## config.mk

```make
export PLATFORM = sky130hd
export DESIGN_NAME = evt_timer
export DESIGN_NICKNAME = d
export VERILOG_FILES = /design/src/rtl/evt_timer_pkg.sv /design/src/rtl/evt_tick_mux.sv /design/src/rtl/evt_count_fsm.sv /design/src/rtl/evt_timer.sv
export SDC_FILE = /design/constraint.sdc
export NUM_CORES = 1
export LEC_CHECK = 0
export CAP_MARGIN = 0
export CORE_MARGIN = 5
export CORE_UTILIZATION = 35
export DETAILED_ROUTE_END_ITERATION = 7
export GPL_TIMING_DRIVEN = 0
export PLACE_DENSITY_LB_ADDON = 0.05
export SYNTH_ARGS = -nofsm -noshare
export SYNTH_HDL_FRONTEND = slang
export SYNTH_SLANG_ARGS = --single-unit
```

## constraint.sdc

```tcl
create_clock -name clk -period 4.5 [get_ports clk]
set_input_delay 0.9 -clock clk [delete_from_list [all_inputs] [get_ports clk]]
set_output_delay 0.9 -clock clk [all_outputs]
set_load 0.05 [all_outputs]
```

## src/rtl/evt_timer_pkg.sv

```systemverilog
package evt_timer_pkg;

    typedef enum logic [1:0] {
        ST_OFF   = 2'd0,
        ST_ARMED = 2'd1,
        ST_RUN   = 2'd2
    } run_state_e;

    localparam int CTL_WIDE_BIT = 0;
    localparam int CTL_EN_BIT   = 3;
    localparam int STAT_OVF_BIT = 0;

endpackage

```

## src/rtl/evt_tick_mux.sv

```systemverilog
module evt_tick_mux #(
    parameter int NUM_SRC = 8,
    parameter int SEL_W   = 4
) (
    input  logic               clk,
    input  logic               rst_n,
    input  logic [NUM_SRC-1:0] tick_bus,
    input  logic [SEL_W-1:0]   sel,
    output logic               tick
);
    localparam logic [SEL_W:0] NSRC = (SEL_W+1)'(NUM_SRC);

    always_comb begin
        tick = 1'b0;
        for (int i = 0; i < NUM_SRC; i++) begin
            if (sel == SEL_W'(i)) begin
                tick = tick_bus[i];
            end
        end
    end

    // codes outside the bus never yield a tick
    p_bad_sel_r4: assert property (@(posedge clk) disable iff (!rst_n)
        ({1'b0, sel} >= NSRC) |-> !tick);

endmodule

```

## src/rtl/evt_count_fsm.sv

```systemverilog
module evt_count_fsm
    import evt_timer_pkg::*;
#(
    parameter int CNT_W    = 16,
    parameter int NARROW_W = 8
) (
    input  logic             clk,
    input  logic             rst_n,
    input  logic             en_d,
    input  logic             wide,
    input  logic             tick,
    output logic [CNT_W-1:0] count,
    output logic             active,
    output logic             ovf_pulse
);
    run_state_e       state_q, state_d;
    logic [CNT_W-1:0] count_q;
    logic [CNT_W-1:0] inc_val;
    logic             at_top;

    always_comb begin
        at_top  = wide ? (count_q == '1) : (count_q[NARROW_W-1:0] == '1);
        inc_val = wide ? (count_q + CNT_W'(1))
                       : (CNT_W'(count_q[NARROW_W-1:0]) + CNT_W'(1));
    end

    always_comb begin
        state_d = state_q;
        unique case (state_q)
            ST_OFF:   if (en_d) state_d = ST_ARMED;
            ST_ARMED: begin
                if (!en_d)     state_d = ST_OFF;
                else if (tick) state_d = ST_RUN;
            end
            ST_RUN:   if (!en_d) state_d = ST_OFF;
            default:  state_d = ST_OFF;
        endcase
    end

    always_ff @(posedge clk) begin
        if (!rst_n) state_q <= ST_OFF;
        else        state_q <= state_d;
    end

    always_ff @(posedge clk) begin
        if (!rst_n || !en_d) begin
            count_q <= '0;
        end else if (tick) begin
            unique case (state_q)
                ST_ARMED: count_q <= '0;
                ST_RUN:   count_q <= at_top ? '0 : inc_val;
                default:  count_q <= '0;
            endcase
        end
    end

    always_comb begin
        count     = count_q;
        active    = (state_q != ST_OFF);
        ovf_pulse = (state_q == ST_RUN) && en_d && tick && at_top;
    end

    p_off_zero_r5: assert property (@(posedge clk) disable iff (!rst_n)
        (state_q == ST_OFF) |-> (count_q == '0));
    p_drop_r5: assert property (@(posedge clk) disable iff (!rst_n)
        !en_d |=> (count_q == '0 && state_q == ST_OFF));
    p_first_tick_r2: assert property (@(posedge clk) disable iff (!rst_n)
        (state_q == ST_ARMED && en_d && tick) |=> (count_q == '0 && state_q == ST_RUN));
    p_step_r3: assert property (@(posedge clk) disable iff (!rst_n)
        (state_q == ST_RUN && en_d && tick && !at_top) |=> (count_q == $past(count_q) + CNT_W'(1)));
    p_hold_r6: assert property (@(posedge clk) disable iff (!rst_n)
        (state_q == ST_RUN && en_d && !tick) |=> $stable(count_q));
    p_narrow_r7: assert property (@(posedge clk) disable iff (!rst_n)
        (!wide && state_q == ST_RUN && en_d && tick) |=> (count_q[CNT_W-1:NARROW_W] == '0));

endmodule

```

## src/rtl/evt_timer.sv

```systemverilog
module evt_timer
    import evt_timer_pkg::*;
#(
    parameter int CNT_W    = 16,
    parameter int NARROW_W = 8,
    parameter int NUM_SRC  = 8,
    parameter int SEL_W    = 4,
    parameter int DATA_W   = 8
) (
    input  logic               clk,
    input  logic               rst_n,
    input  logic               wr_ctrl,
    input  logic               wr_sel,
    input  logic               wr_stat,
    input  logic [DATA_W-1:0]  wdata,
    input  logic [NUM_SRC-1:0] tick_bus,
    output logic [CNT_W-1:0]   count,
    output logic               ovf_flag,
    output logic               cnt_active
);
    logic             wide_q, en_q, ovf_q;
    logic [SEL_W-1:0] sel_q;
    logic             en_d, tick, ovf_pulse, clr_req;

    assign en_d    = wr_ctrl ? wdata[CTL_EN_BIT] : en_q;
    assign clr_req = wr_stat && !wdata[STAT_OVF_BIT];

    always_ff @(posedge clk) begin
        if (!rst_n) begin
            wide_q <= 1'b0;
            en_q   <= 1'b0;
            sel_q  <= '0;
            ovf_q  <= 1'b0;
        end else begin
            if (wr_ctrl) begin
                wide_q <= wdata[CTL_WIDE_BIT];
                en_q   <= wdata[CTL_EN_BIT];
            end
            if (wr_sel) sel_q <= wdata[SEL_W-1:0];
            if (ovf_pulse)    ovf_q <= 1'b1;
            else if (clr_req) ovf_q <= 1'b0;
        end
    end

    evt_tick_mux #(.NUM_SRC(NUM_SRC), .SEL_W(SEL_W)) u_mux (
        .clk(clk), .rst_n(rst_n), .tick_bus(tick_bus), .sel(sel_q), .tick(tick)
    );

    evt_count_fsm #(.CNT_W(CNT_W), .NARROW_W(NARROW_W)) u_fsm (
        .clk(clk), .rst_n(rst_n), .en_d(en_d), .wide(wide_q), .tick(tick),
        .count(count), .active(cnt_active), .ovf_pulse(ovf_pulse)
    );

    assign ovf_flag = ovf_q;

    p_ovf_set_r9: assert property (@(posedge clk) disable iff (!rst_n)
        ovf_pulse |=> ovf_q);
    p_ovf_sticky_r9: assert property (@(posedge clk) disable iff (!rst_n)
        (ovf_q && !clr_req) |=> ovf_q);
    p_active_r10: assert property (@(posedge clk) disable iff (!rst_n)
        en_q |-> cnt_active);

endmodule

```

==> summary.txt <==
Outcome: finished, final reports clean
Initial antenna violation count: 0
Floorplan die area: 4970 µm²
Area taken by flip-flops and latches: 500 µm²
Via density per instance: 5.17
Site Rows: 22
Number of antenna-violating nets in the routed design: 0
Via count of the routed design: 1183
Buffer depth of the longest clock path: 2
Final setup violation count: 0
Post-Synthesis Cells: 144
Antenna diode count: 0
Remaining global-route overflow: 0
Max FO, Critical Path: 10
Critical path start-end classification: in -> reg
Number of flops mapped to enable cells by yosys: 0
H-Tree Level Count: 1
Final WL: 3040 µm
Final period demand of the worst path: 2.68 ns
Layout Cell Area excl Fill: 1720 µm²
Slew of the pin with the lowest slew margin: 0.566 ns
Clock latency reported for the late side of the worst-skew pair: 0.26 ns
Yosys reg bits: 25
Fin cells: 229
Vert. Die Dim: 70.5 µm
Layout-stage area growth over the synthesis result: 34.0%
Post-CTS setup buffers: 0
Clock tree from TritonCTS: yes
Avg WL per Cell: 13.3 µm
Achievable frequency: 374 MHz
Post-synthesis cell type count: 37
Fin crit share: 59.4%
DRC violation count after routing: 0
Die Width: 70.5 µm
IO Port Bufs: 33
Cells resized by post-CTS repair: 0
Number of failing hold endpoints at the final stage: 0
Hold Crit Class: reg -> reg
Clock-pin transition on the worst setup and hold timing paths: 0.08 ns
Half-perimeter wire length after placement: 2310 µm
Ratio of cells with drive above 1 in the final layout: 6.08%
Global-route wire length before repair: 5110 µm
Critical Path End Type: register
Clk_skew: 0.00214 ns
Static Leakage: 0.549 nW
Setup repair after global routing missed its margin: false
CP arrival: 2.81 ns
Area of the core: 3610 µm²
Iteration count of the initial detailed-routing pass: 4
Synth warnings: 0
Largest net degree at the start of global routing: 14
Launching element type of the critical path: input port
Post-Route Setup TNS: 0 ns
Synthesized area: 1280 µm²
Seq/Total Area, Yosys: 39.0%
CTS Hold Buffers Added: 0
Power Total: 0.000423 W
Number of global-route vias before repair: 1103
Maximum Capacitance Violations: 0
Number of placed instances with taps included: 225
Clock sink count: 25
Worst ir drop on vdd: 0.128 mV
Top-Level Pins: 39
Prevailing post-synth register cell: sky130_fd_sc_hd__dfxtp_1
Initial Utilization: 35.6%
Number of nets at the end of the flow: 204
Fraction of registers with async set/reset: 0%
Placed inst area: 1670 µm²
Starting DRC count in detailed routing: 38
Data required time of the worst path: 4.64 ns
Synthesized Nets: 166
PwrDens: 246 nW/µm²
Routability congestion estimate from global placement: 0.700
Multi-input combinational cell area: 732 µm²
Post-synthesis area per instance: 8.91 µm²
Number of buffers added by the clock tree synthesis step: 3
Global-route total usage across every layer: 12.3%
Clock Tree Root: sky130_fd_sc_hd__clkbuf_8
Final core utilization: 47.6%
Fillers: 387
Number of slew-limit violations in the final report: 0
Worst max-slew margin expressed relative to the limit: 62.0%
-- metal layers --
metal	GRT usage (%)	vias to the layer above	part of all wire, %
li1	-	605	-
met1	16.6	545	49
met2	20.1	29	46
met3	2.41	4	4.1
met4	3.76	0	0.95
met5	0	-	0
-- path summary, 6_finish.rpt --
kind / start / depth (start not counted) / endpoint / slack [ns]
worst max-delay path: tick_bus[4] / 7 / u_fsm.count[3]$_SDFFE_PP0P_ / 1.82
worst min-delay path: ovf_flag$_SDFFE_PN0P_ / 2 / ovf_flag$_SDFFE_PN0P_ / 0.50
worst max register to register: sel_q[2]$_SDFFE_PN0P_ / 6 / u_fsm.count[3]$_SDFFE_PP0P_ / 2.43
worst min register to register: ovf_flag$_SDFFE_PN0P_ / 2 / ovf_flag$_SDFFE_PN0P_ / 0.50
-- worst max-delay path, stage by stage --
cell                              delay [ns]
sky130_fd_sc_hd__clkdlybuf4s50_1        0.45
sky130_fd_sc_hd__mux2i_1                0.08
sky130_fd_sc_hd__o32ai_2                0.39
sky130_fd_sc_hd__o21bai_2               0.22
sky130_fd_sc_hd__buf_6                  0.19
sky130_fd_sc_hd__o21ai_1                0.47
sky130_fd_sc_hd__nor2_1                 0.11
-- sequential cells by signal, indices dropped and copies added (netlist names) --
| name | cells |
|---|---|
| ovf_flag | 1 |
| en_q | 1 |
| sel_q | 4 |
| u_fsm.count | 16 |
| wide_q | 1 |
| u_fsm.state_q | 2 |
-- cells in the mapped netlist, types with 6 or more instances --
cell type,n,area [µm²]
sky130_fd_sc_hd__nor2_1,11,41.3
sky130_fd_sc_hd__nand2_1,8,30.0
sky130_fd_sc_hd__or4_1,7,52.6
sky130_fd_sc_hd__dfxtp_1,25,500
sky130_fd_sc_hd__a21oi_1,8,40.0
sky130_fd_sc_hd__o21ai_0,6,30.0
sky130_fd_sc_hd__nor2b_1,9,56.3
sky130_fd_sc_hd__mux2i_1,11,110
sky130_fd_sc_hd__o31ai_1,7,52.6
sky130_fd_sc_hd__xor2_1,6,52.6
-- metrics by stage --
stage               worst slack [ns]  hold slack (ns)
floorplan                       2.24            0.455
global placement                1.48            0.474
detailed placement              1.46            0.490
CTS                             1.78            0.509
global route                    1.54            0.533
finish                          1.82            0.503
-- final cells by class --
class                   instances  share of cell area, %
well taps                      48                   3.50
inverters                       5                   1.09
plain buffers                   6                   1.82
clock buffers                   4                   2.62
flip-flops and latches         25                   29.1
multi-input cells             108                   42.6
repair buffers                 33                   19.2
-- power breakdown --
group | internal, W | switching [W] | total [W] | leakage [nW]
combinational | 0.0000295 | 0.0000305 | 0.0000600 | 0.324
clock | 0.0000632 | 0.0000688 | 0.000132 | 0.0228
sequential | 0.000225 | 0.00000538 | 0.000231 | 0.203
total | 0.000318 | 0.000105 | 0.000423 | 0.549
-- cell usage in the layout (no fill, tap or decap), types with 2 or more instances in the layout --
cell type	n
sky130_fd_sc_hd__dfxtp_1	25
sky130_fd_sc_hd__nand4_1	5
sky130_fd_sc_hd__clkbuf_1	4
sky130_fd_sc_hd__nor2b_1	9
sky130_fd_sc_hd__nor2_1	11
sky130_fd_sc_hd__or2_2	2
sky130_fd_sc_hd__inv_1	5
sky130_fd_sc_hd__a21boi_0	2
sky130_fd_sc_hd__a21oi_1	8
sky130_fd_sc_hd__nand2_1	8
sky130_fd_sc_hd__o31ai_1	7
sky130_fd_sc_hd__nand3_1	5
sky130_fd_sc_hd__mux2i_1	11
sky130_fd_sc_hd__o32ai_2	2
sky130_fd_sc_hd__clkbuf_8	3
sky130_fd_sc_hd__xor2_1	6
sky130_fd_sc_hd__or4_1	7
sky130_fd_sc_hd__o21ai_1	2
sky130_fd_sc_hd__or3_1	2
sky130_fd_sc_hd__o21ai_0	6
sky130_fd_sc_hd__clkdlybuf4s50_1	33
-- cell families after synthesis --
group | count (synthesis) | synth area share (%)
AND/OR/NAND/NOR | 54 | 23.2
AO/OA/AOI/OAI | 36 | 20.2
flip-flops | 25 | 39.0
buffers and inverters | 11 | 3.90
multiplexers | 11 | 8.59
XOR/XNOR | 6 | 4.10
adder cells (fa/ha/maj) | 1 | 0.975
(Power assumes the default switching activity.)
